### src/rtl/wpg_pkg.sv
package wpg_pkg;
  localparam int unsigned WPG_LANES = 6;
  localparam int unsigned WPG_TOG_W = 12;
  localparam int unsigned WPG_MUL_W = 10;

  typedef enum logic {
    WPG_IDLE = 1'b0,
    WPG_RUN  = 1'b1
  } wpg_state_e;
endpackage

### src/rtl/wpg_prescaler.sv
module wpg_prescaler #(
  parameter int unsigned MUL_W = 10
) (
  input  logic             clk,
  input  logic             rst_n,
  input  logic             load,
  input  logic             running,
  input  logic             wide_en,
  input  logic [MUL_W-1:0] mult,
  output logic             step
);
  logic [MUL_W-1:0] cnt_q, cnt_d;
  logic [MUL_W-1:0] mult_eff;
  logic             wrap;

  // zero multiplier is treated as one; narrow mode always steps every pixel
  always_comb begin
    if (!wide_en || (mult == '0)) mult_eff = MUL_W'(1);
    else                          mult_eff = mult;
  end

  assign wrap = (cnt_q == (mult_eff - MUL_W'(1)));
  assign step = running && wrap && !load;

  always_comb begin
    cnt_d = cnt_q;
    if (load)         cnt_d = '0;
    else if (running) cnt_d = wrap ? '0 : (cnt_q + MUL_W'(1));
  end

  always_ff @(posedge clk or negedge rst_n) begin
    if (!rst_n) cnt_q <= '0;
    else        cnt_q <= cnt_d;
  end

  AST_PRESC_BOUND: assert property (@(posedge clk) disable iff (!rst_n)
    running |-> (cnt_q < mult_eff));
  AST_PRESC_ZERO_ON_LOAD: assert property (@(posedge clk) disable iff (!rst_n)
    load |=> (cnt_q == '0));
endmodule

### src/rtl/wpg_coarse_ctr.sv
module wpg_coarse_ctr
  import wpg_pkg::*;
#(
  parameter int unsigned TOG_W = 12
) (
  input  logic             clk,
  input  logic             rst_n,
  input  logic             load,
  input  logic             step,
  input  logic [TOG_W-1:0] rep_val,
  output logic [TOG_W-1:0] coarse_nxt,
  output logic             running,
  output logic             done
);
  logic [TOG_W-1:0] coarse_q, coarse_d;
  wpg_state_e       state_q, state_d;
  logic             done_d;
  logic             at_end;

  assign coarse_nxt = coarse_q + TOG_W'(1);
  assign at_end     = step && (coarse_nxt == rep_val);
  assign running    = (state_q == WPG_RUN);

  always_comb begin
    coarse_d = coarse_q;
    state_d  = state_q;
    done_d   = 1'b0;
    if (load) begin
      coarse_d = '0;
      state_d  = WPG_RUN;
    end else if (step) begin
      coarse_d = coarse_nxt;
      if (at_end) begin
        state_d = WPG_IDLE;
        done_d  = 1'b1;
      end
    end
  end

  always_ff @(posedge clk or negedge rst_n) begin
    if (!rst_n) begin
      coarse_q <= '0;
      state_q  <= WPG_IDLE;
      done     <= 1'b0;
    end else begin
      coarse_q <= coarse_d;
      state_q  <= state_d;
      done     <= done_d;
    end
  end

  AST_DONE_PULSE: assert property (@(posedge clk) disable iff (!rst_n)
    done |=> !done);
  AST_DONE_STOPS: assert property (@(posedge clk) disable iff (!rst_n)
    done |-> !running);
  AST_COARSE_MONO: assert property (@(posedge clk) disable iff (!rst_n)
    (running && !load) |=> ((coarse_q == $past(coarse_q)) ||
                            (coarse_q == $past(coarse_q) + TOG_W'(1))));
endmodule

### src/rtl/wpg_lane.sv
module wpg_lane #(
  parameter int unsigned TOG_W = 12
) (
  input  logic             clk,
  input  logic             rst_n,
  input  logic             load,
  input  logic             step,
  input  logic             pol,
  input  logic [TOG_W-1:0] coarse_nxt,
  input  logic [TOG_W-1:0] tog_a,
  input  logic [TOG_W-1:0] tog_b,
  input  logic [TOG_W-1:0] tog_c,
  output logic             level
);
  logic hit_a, hit_b, hit_c, flip, level_d;

  // a zero toggle value never matches
  assign hit_a = (tog_a != '0) && (coarse_nxt == tog_a);
  assign hit_b = (tog_b != '0) && (coarse_nxt == tog_b);
  assign hit_c = (tog_c != '0) && (coarse_nxt == tog_c);
  assign flip  = step && (hit_a ^ hit_b ^ hit_c);

  always_comb begin
    level_d = level;
    if (load)      level_d = pol;
    else if (flip) level_d = ~level;
  end

  always_ff @(posedge clk or negedge rst_n) begin
    if (!rst_n) level <= 1'b0;
    else        level <= level_d;
  end

  AST_LOAD_POL: assert property (@(posedge clk) disable iff (!rst_n)
    load |=> (level == $past(pol)));
  AST_NO_EDGE_OFF_STEP: assert property (@(posedge clk) disable iff (!rst_n)
    (!step && !load) |=> $stable(level));
endmodule

### src/rtl/wide_pulse_gen.sv
module wide_pulse_gen
  import wpg_pkg::*;
#(
  parameter int unsigned LANES = WPG_LANES,
  parameter int unsigned TOG_W = WPG_TOG_W,
  parameter int unsigned MUL_W = WPG_MUL_W
) (
  input  logic                        clk,
  input  logic                        rst_n,
  input  logic                        start,
  input  logic                        wide_en,
  input  logic [MUL_W-1:0]            mult,
  input  logic [TOG_W-1:0]            rep_val,
  input  logic [LANES-1:0]            start_pol,
  input  logic [LANES-1:0][TOG_W-1:0] tog_a,
  input  logic [LANES-1:0][TOG_W-1:0] tog_b,
  input  logic [LANES-1:0][TOG_W-1:0] tog_c,
  output logic [LANES-1:0]            vout,
  output logic                        done
);
  logic             step;
  logic             running;
  logic [TOG_W-1:0] coarse_nxt;

  wpg_prescaler #(.MUL_W(MUL_W)) u_presc (
    .clk     (clk),
    .rst_n   (rst_n),
    .load    (start),
    .running (running),
    .wide_en (wide_en),
    .mult    (mult),
    .step    (step)
  );

  wpg_coarse_ctr #(.TOG_W(TOG_W)) u_coarse (
    .clk        (clk),
    .rst_n      (rst_n),
    .load       (start),
    .step       (step),
    .rep_val    (rep_val),
    .coarse_nxt (coarse_nxt),
    .running    (running),
    .done       (done)
  );

  for (genvar g = 0; g < LANES; g++) begin : g_lane
    wpg_lane #(.TOG_W(TOG_W)) u_lane (
      .clk        (clk),
      .rst_n      (rst_n),
      .load       (start),
      .step       (step),
      .pol        (start_pol[g]),
      .coarse_nxt (coarse_nxt),
      .tog_a      (tog_a[g]),
      .tog_b      (tog_b[g]),
      .tog_c      (tog_c[g]),
      .level      (vout[g])
    );
  end

  AST_IDLE_QUIET: assert property (@(posedge clk) disable iff (!rst_n)
    (!running && !start) |=> ($stable(vout) && !done));
endmodule

### config.mk
export PLATFORM = sky130hd
export DESIGN_NAME = wide_pulse_gen
export DESIGN_NICKNAME = d
export VERILOG_FILES = /design/src/rtl/wpg_pkg.sv /design/src/rtl/wpg_prescaler.sv /design/src/rtl/wpg_coarse_ctr.sv /design/src/rtl/wpg_lane.sv /design/src/rtl/wide_pulse_gen.sv
export SDC_FILE = /design/constraint.sdc
export NUM_CORES = 1
export LEC_CHECK = 0
export BUFFER_PORTS_ARGS = -buffer_cell sky130_fd_sc_hd__buf_2
export CORE_ASPECT_RATIO = 1.1
export CORE_MARGIN = 8
export CORE_UTILIZATION = 30
export DETAILED_ROUTE_END_ITERATION = 8
export GPL_TIMING_DRIVEN = 0
export PLACE_DENSITY = 0.53
export SLEW_MARGIN = 0
export SYNTH_ARGS = -nofsm -noshare
export SYNTH_HDL_FRONTEND = slang
export SYNTH_SLANG_ARGS = --single-unit
### constraint.sdc
create_clock -name clk -period 3.9 [get_ports clk]
set_input_delay 0.585 -clock clk [delete_from_list [all_inputs] [get_ports clk]]
set_output_delay 0.585 -clock clk [all_outputs]
set_load 0.1 [all_outputs]
==> results.md <==
* Synth Instances at 956
* # fillers at 2664
* Period minus WS final at 3.934 ns
* Leakage power at 4.066 nW
* Clock root buffer master: clkbuf_16
* Via count at 9288
* # diodes at 0
* Clock Latency Late Sink at 0.28 ns
* Final wirelength at 40.30 mm
* Violated checks: negative setup slack
* Synth-to-Final Area Change at 28.26%
* Pwr Total at 1.380 mW
* Setup violators final at 1
* Grt ovf at 0
* # nets final at 1471
* Core area at 24550 sq um
* Initial antenna violation count at 1
* Vias per cell at 6.067
* WP data required at 4.04 ns
* Setup ws final at -0.03405 ns
* Antenna Nets Post-Route at 0
* Power Density at 143.2 nW/um^2
* Final Hold Vio Count at 0
* Share of layout cells above drive strength 1 at 29.32%
* Max incr delay on CP at 0.76 ns
* Post-synth top area share at 15.74%
* Fin. max-slew vios at 0
* Kind of critical path: register to register
* Detailed Place HPWL at 31.69 mm
* FMAX at 254.2 MHz
* Synth top cells by count: 135 x xnor2_1, 74 x nor4_1, 61 x xor2_1
* Starting density of the core at 30.61%
* First-pass GRT wire length at 58.35 mm
* CP startpoint kind: register
* Worst clock skew at 0.004201 ns
* Final setup TNS at -0.03405 ns
* Mapped Area at 7513 sq um
* Clk slew on worst S/H paths at 0.05 ns
* CP Capture Type: register
* Library cells used by synthesis at 77
* Crit path top cell by count: xnor3_1
* Fin crit share at 100.9%
* #FFs+latches synth at 30
* Final RePlAce weighted congestion at 0.9910
* Worst Path Buf+Inv at 2
* Worst slack at placement at -0.9250 ns
* Non-filler instance count after layout at 1531
* Syn Nets at 1207
* Synth area leader: xnor2_1
* Htree depth at 2
* Clock buffer depth at 2
* Routed len/inst at 26.32 um
* Inserted Clock Buffers at 5
* Die Y at 182.0 um
* # hold bufs at CTS at 0
* Hold WC Path Type: primary input to async pin
* Slowest CP cell: buf_1
* Critical Path AT at 4.07 ns
* Clock tree from TritonCTS: built
* CTS Sinks at 30
* Sequential area share after synthesis at 9.992%
* Io pins at 255
* DR iter-0 viols at 1077
* Synth warn at 0
* Count leader, synth: xnor2_1
* Synthesized area per cell at 7.859 sq um
* Max cap viols at 0
* # rows at 60
* Prevailing post-synth register cell: dfrtp_1
* Worst slew pin tran at 1.190 ns
* Critical Path, Cell by Cell: clkbuf_1, buf_1, xnor3_1, o221ai_1, nor4_2, xnor3_1, nor3_2, xnor2_1, a21oi_1
* Die width at 166.9 um
* Overall routing resource usage at 25.05%
* Vias in the first global route at 9161
* Total iterations of the first detailed-routing run at 5
* Maximum vdd drop at 0.0002202 V
* Post-synth EDFFs at 0
* Synth async-reset ratio at 100.0%
* Crit path max-delay family: buffers and inverters
* Die area at 30370 sq um
* Slew HR at 20.11%
* Main area contributors after synthesis: xnor2_1 16%, xnor3_1 11%, dfrtp_1 10%, xor2_1 7.1%, nor4_1 6.2%
* Crit Path Max Fanout at 10
* Pin count of the biggest net entering global routing at 31
* Outcome: complete, but fails checks
* Port Buffers at 252
* Cells after DPL at 1518
* DRC viols at 0
-- state kept, by name, indices dropped and copies added (netlist names) --
name                 flops
u_coarse.running         1
u_presc.cnt_q           10
u_coarse.coarse_q       12
g_lane.u_lane.level      6
u_coarse.done            1
-- metrics by stage --
| step | cell area, sq um | util (%) | hold slack [ns] |
|---|---|---|---|
| detailed placement | 9164 | 37.33 | 0.5724 |
| floorplan | 7515 | - | 0.2894 |
| CTS | 9584 | 39.04 | 0.3887 |
| global route | 9637 | 39.26 | 0.4113 |
| finish | 9637 | 39.26 | 0.3558 |
| global placement | 9164 | 37.33 | 0.5694 |
-- kinds of logic after synthesis --
group | after synthesis | synth area share, %
compound gates | 204 | 19.50
xor+xnor | 235 | 34.52
fa+ha+maj | 3 | 0.4996
buf+inv | 105 | 6.311
flops | 30 | 9.992
mux | 5 | 0.6994
simple gates | 374 | 28.48
-- cells in the final DEF, fill, tap and decap left out, types with 6 or more instances in the layout --
cell type  instances
nand4_1           16
or3_1             13
a21oi_1           25
o2111ai_1         14
and2_1             6
o211ai_1           8
xor2_1            60
buf_2            271
clkbuf_1          25
nor3b_1            6
clkbuf_2          12
nor2_1            39
nor3_1            32
o21ai_0           34
nand3_1           54
dfrtp_1           30
nand2b_1           7
xnor2_1          134
or4_1             10
a31oi_1           13
buf_4             19
xnor3_1           37
and3_1            23
o31ai_1            7
and4_1             7
o22ai_1           12
nand2_1           45
nor4_1            66
a21o_1            14
a221o_1            8
inv_1             24
o311ai_0           9
a211o_1           10
-- metal layers --
| layer | part of all wire (%) | vias to the layer above | routed length, um | global-route usage, % |
|---|---|---|---|---|
| met4 | 4.7 | 2 | 1906 | 10.71 |
| li1 | - | 4152 | - | - |
| met2 | 45 | 565 | 18050 | 40.52 |
| met5 | 0.040 | - | 16 | 0 |
| met1 | 41 | 4466 | 16390 | 31.90 |
| met3 | 9.8 | 103 | 3936 | 5.033 |
-- worst register-to-register path, stage by stage (launching register included) --
cell and delay, ns:
dfrtp_1 0.49, clkbuf_1 0.70, buf_1 0.76, xnor3_1 0.40, o221ai_1 0.12, nor4_2 0.56, xnor3_1 0.36, nor3_2 0.19
xnor2_1 0.14, a21oi_1 0.08
-- report_power, final --
group	switching, mW	internal (mW)
clock	0.137	0.298
combinational	0.333	0.278
sequential	0.0120	0.321
-- final timing paths --
check | from | to | slack, ns | depth (start not counted)
setup / recovery | u_coarse.coarse_q[10]$_DFFE_PN0P_ | g_lane[1].u_lane.level$_DFFE_PN0P_ | -0.03 | 9
hold / removal | rst_n | u_presc.cnt_q[8]$_DFFE_PN0P_ | 0.36 | 1
setup reg to reg | u_coarse.coarse_q[10]$_DFFE_PN0P_ | g_lane[1].u_lane.level$_DFFE_PN0P_ | -0.03 | 9
hold reg to reg | g_lane[0].u_lane.level$_DFFE_PN0P_ | g_lane[0].u_lane.level$_DFFE_PN0P_ | 0.58 | 2
max in group asynchronous | rst_n | g_lane[2].u_lane.level$_DFFE_PN0P_ | 3.09 | 1
min in group clk | start_pol[5] | g_lane[5].u_lane.level$_DFFE_PN0P_ | 0.54 | 3
-- timing repair --
action                     CTS  global route
setup endpoints to repair   29            26
gates resized for setup     47            25
setup buffers                9             0
pin swaps                    4             1
-- final cells by class --
| cell class | count | area [sq um] | share of cell area (%) |
|---|---|---|---|
| buffer | 76 | 410.4 | 4.259 |
| clock buffer | 5 | 125.1 | 1.298 |
| clock inverter | 3 | 40.04 | 0.4155 |
| inverter | 25 | 93.84 | 0.9738 |
| multi-input combinational | 821 | 6487 | 67.32 |
| sequential | 30 | 750.7 | 7.790 |
| tap | 310 | 387.9 | 4.025 |
| timing repair buffer | 261 | 1341 | 13.92 |
Power figures use the tool's default switching activity.
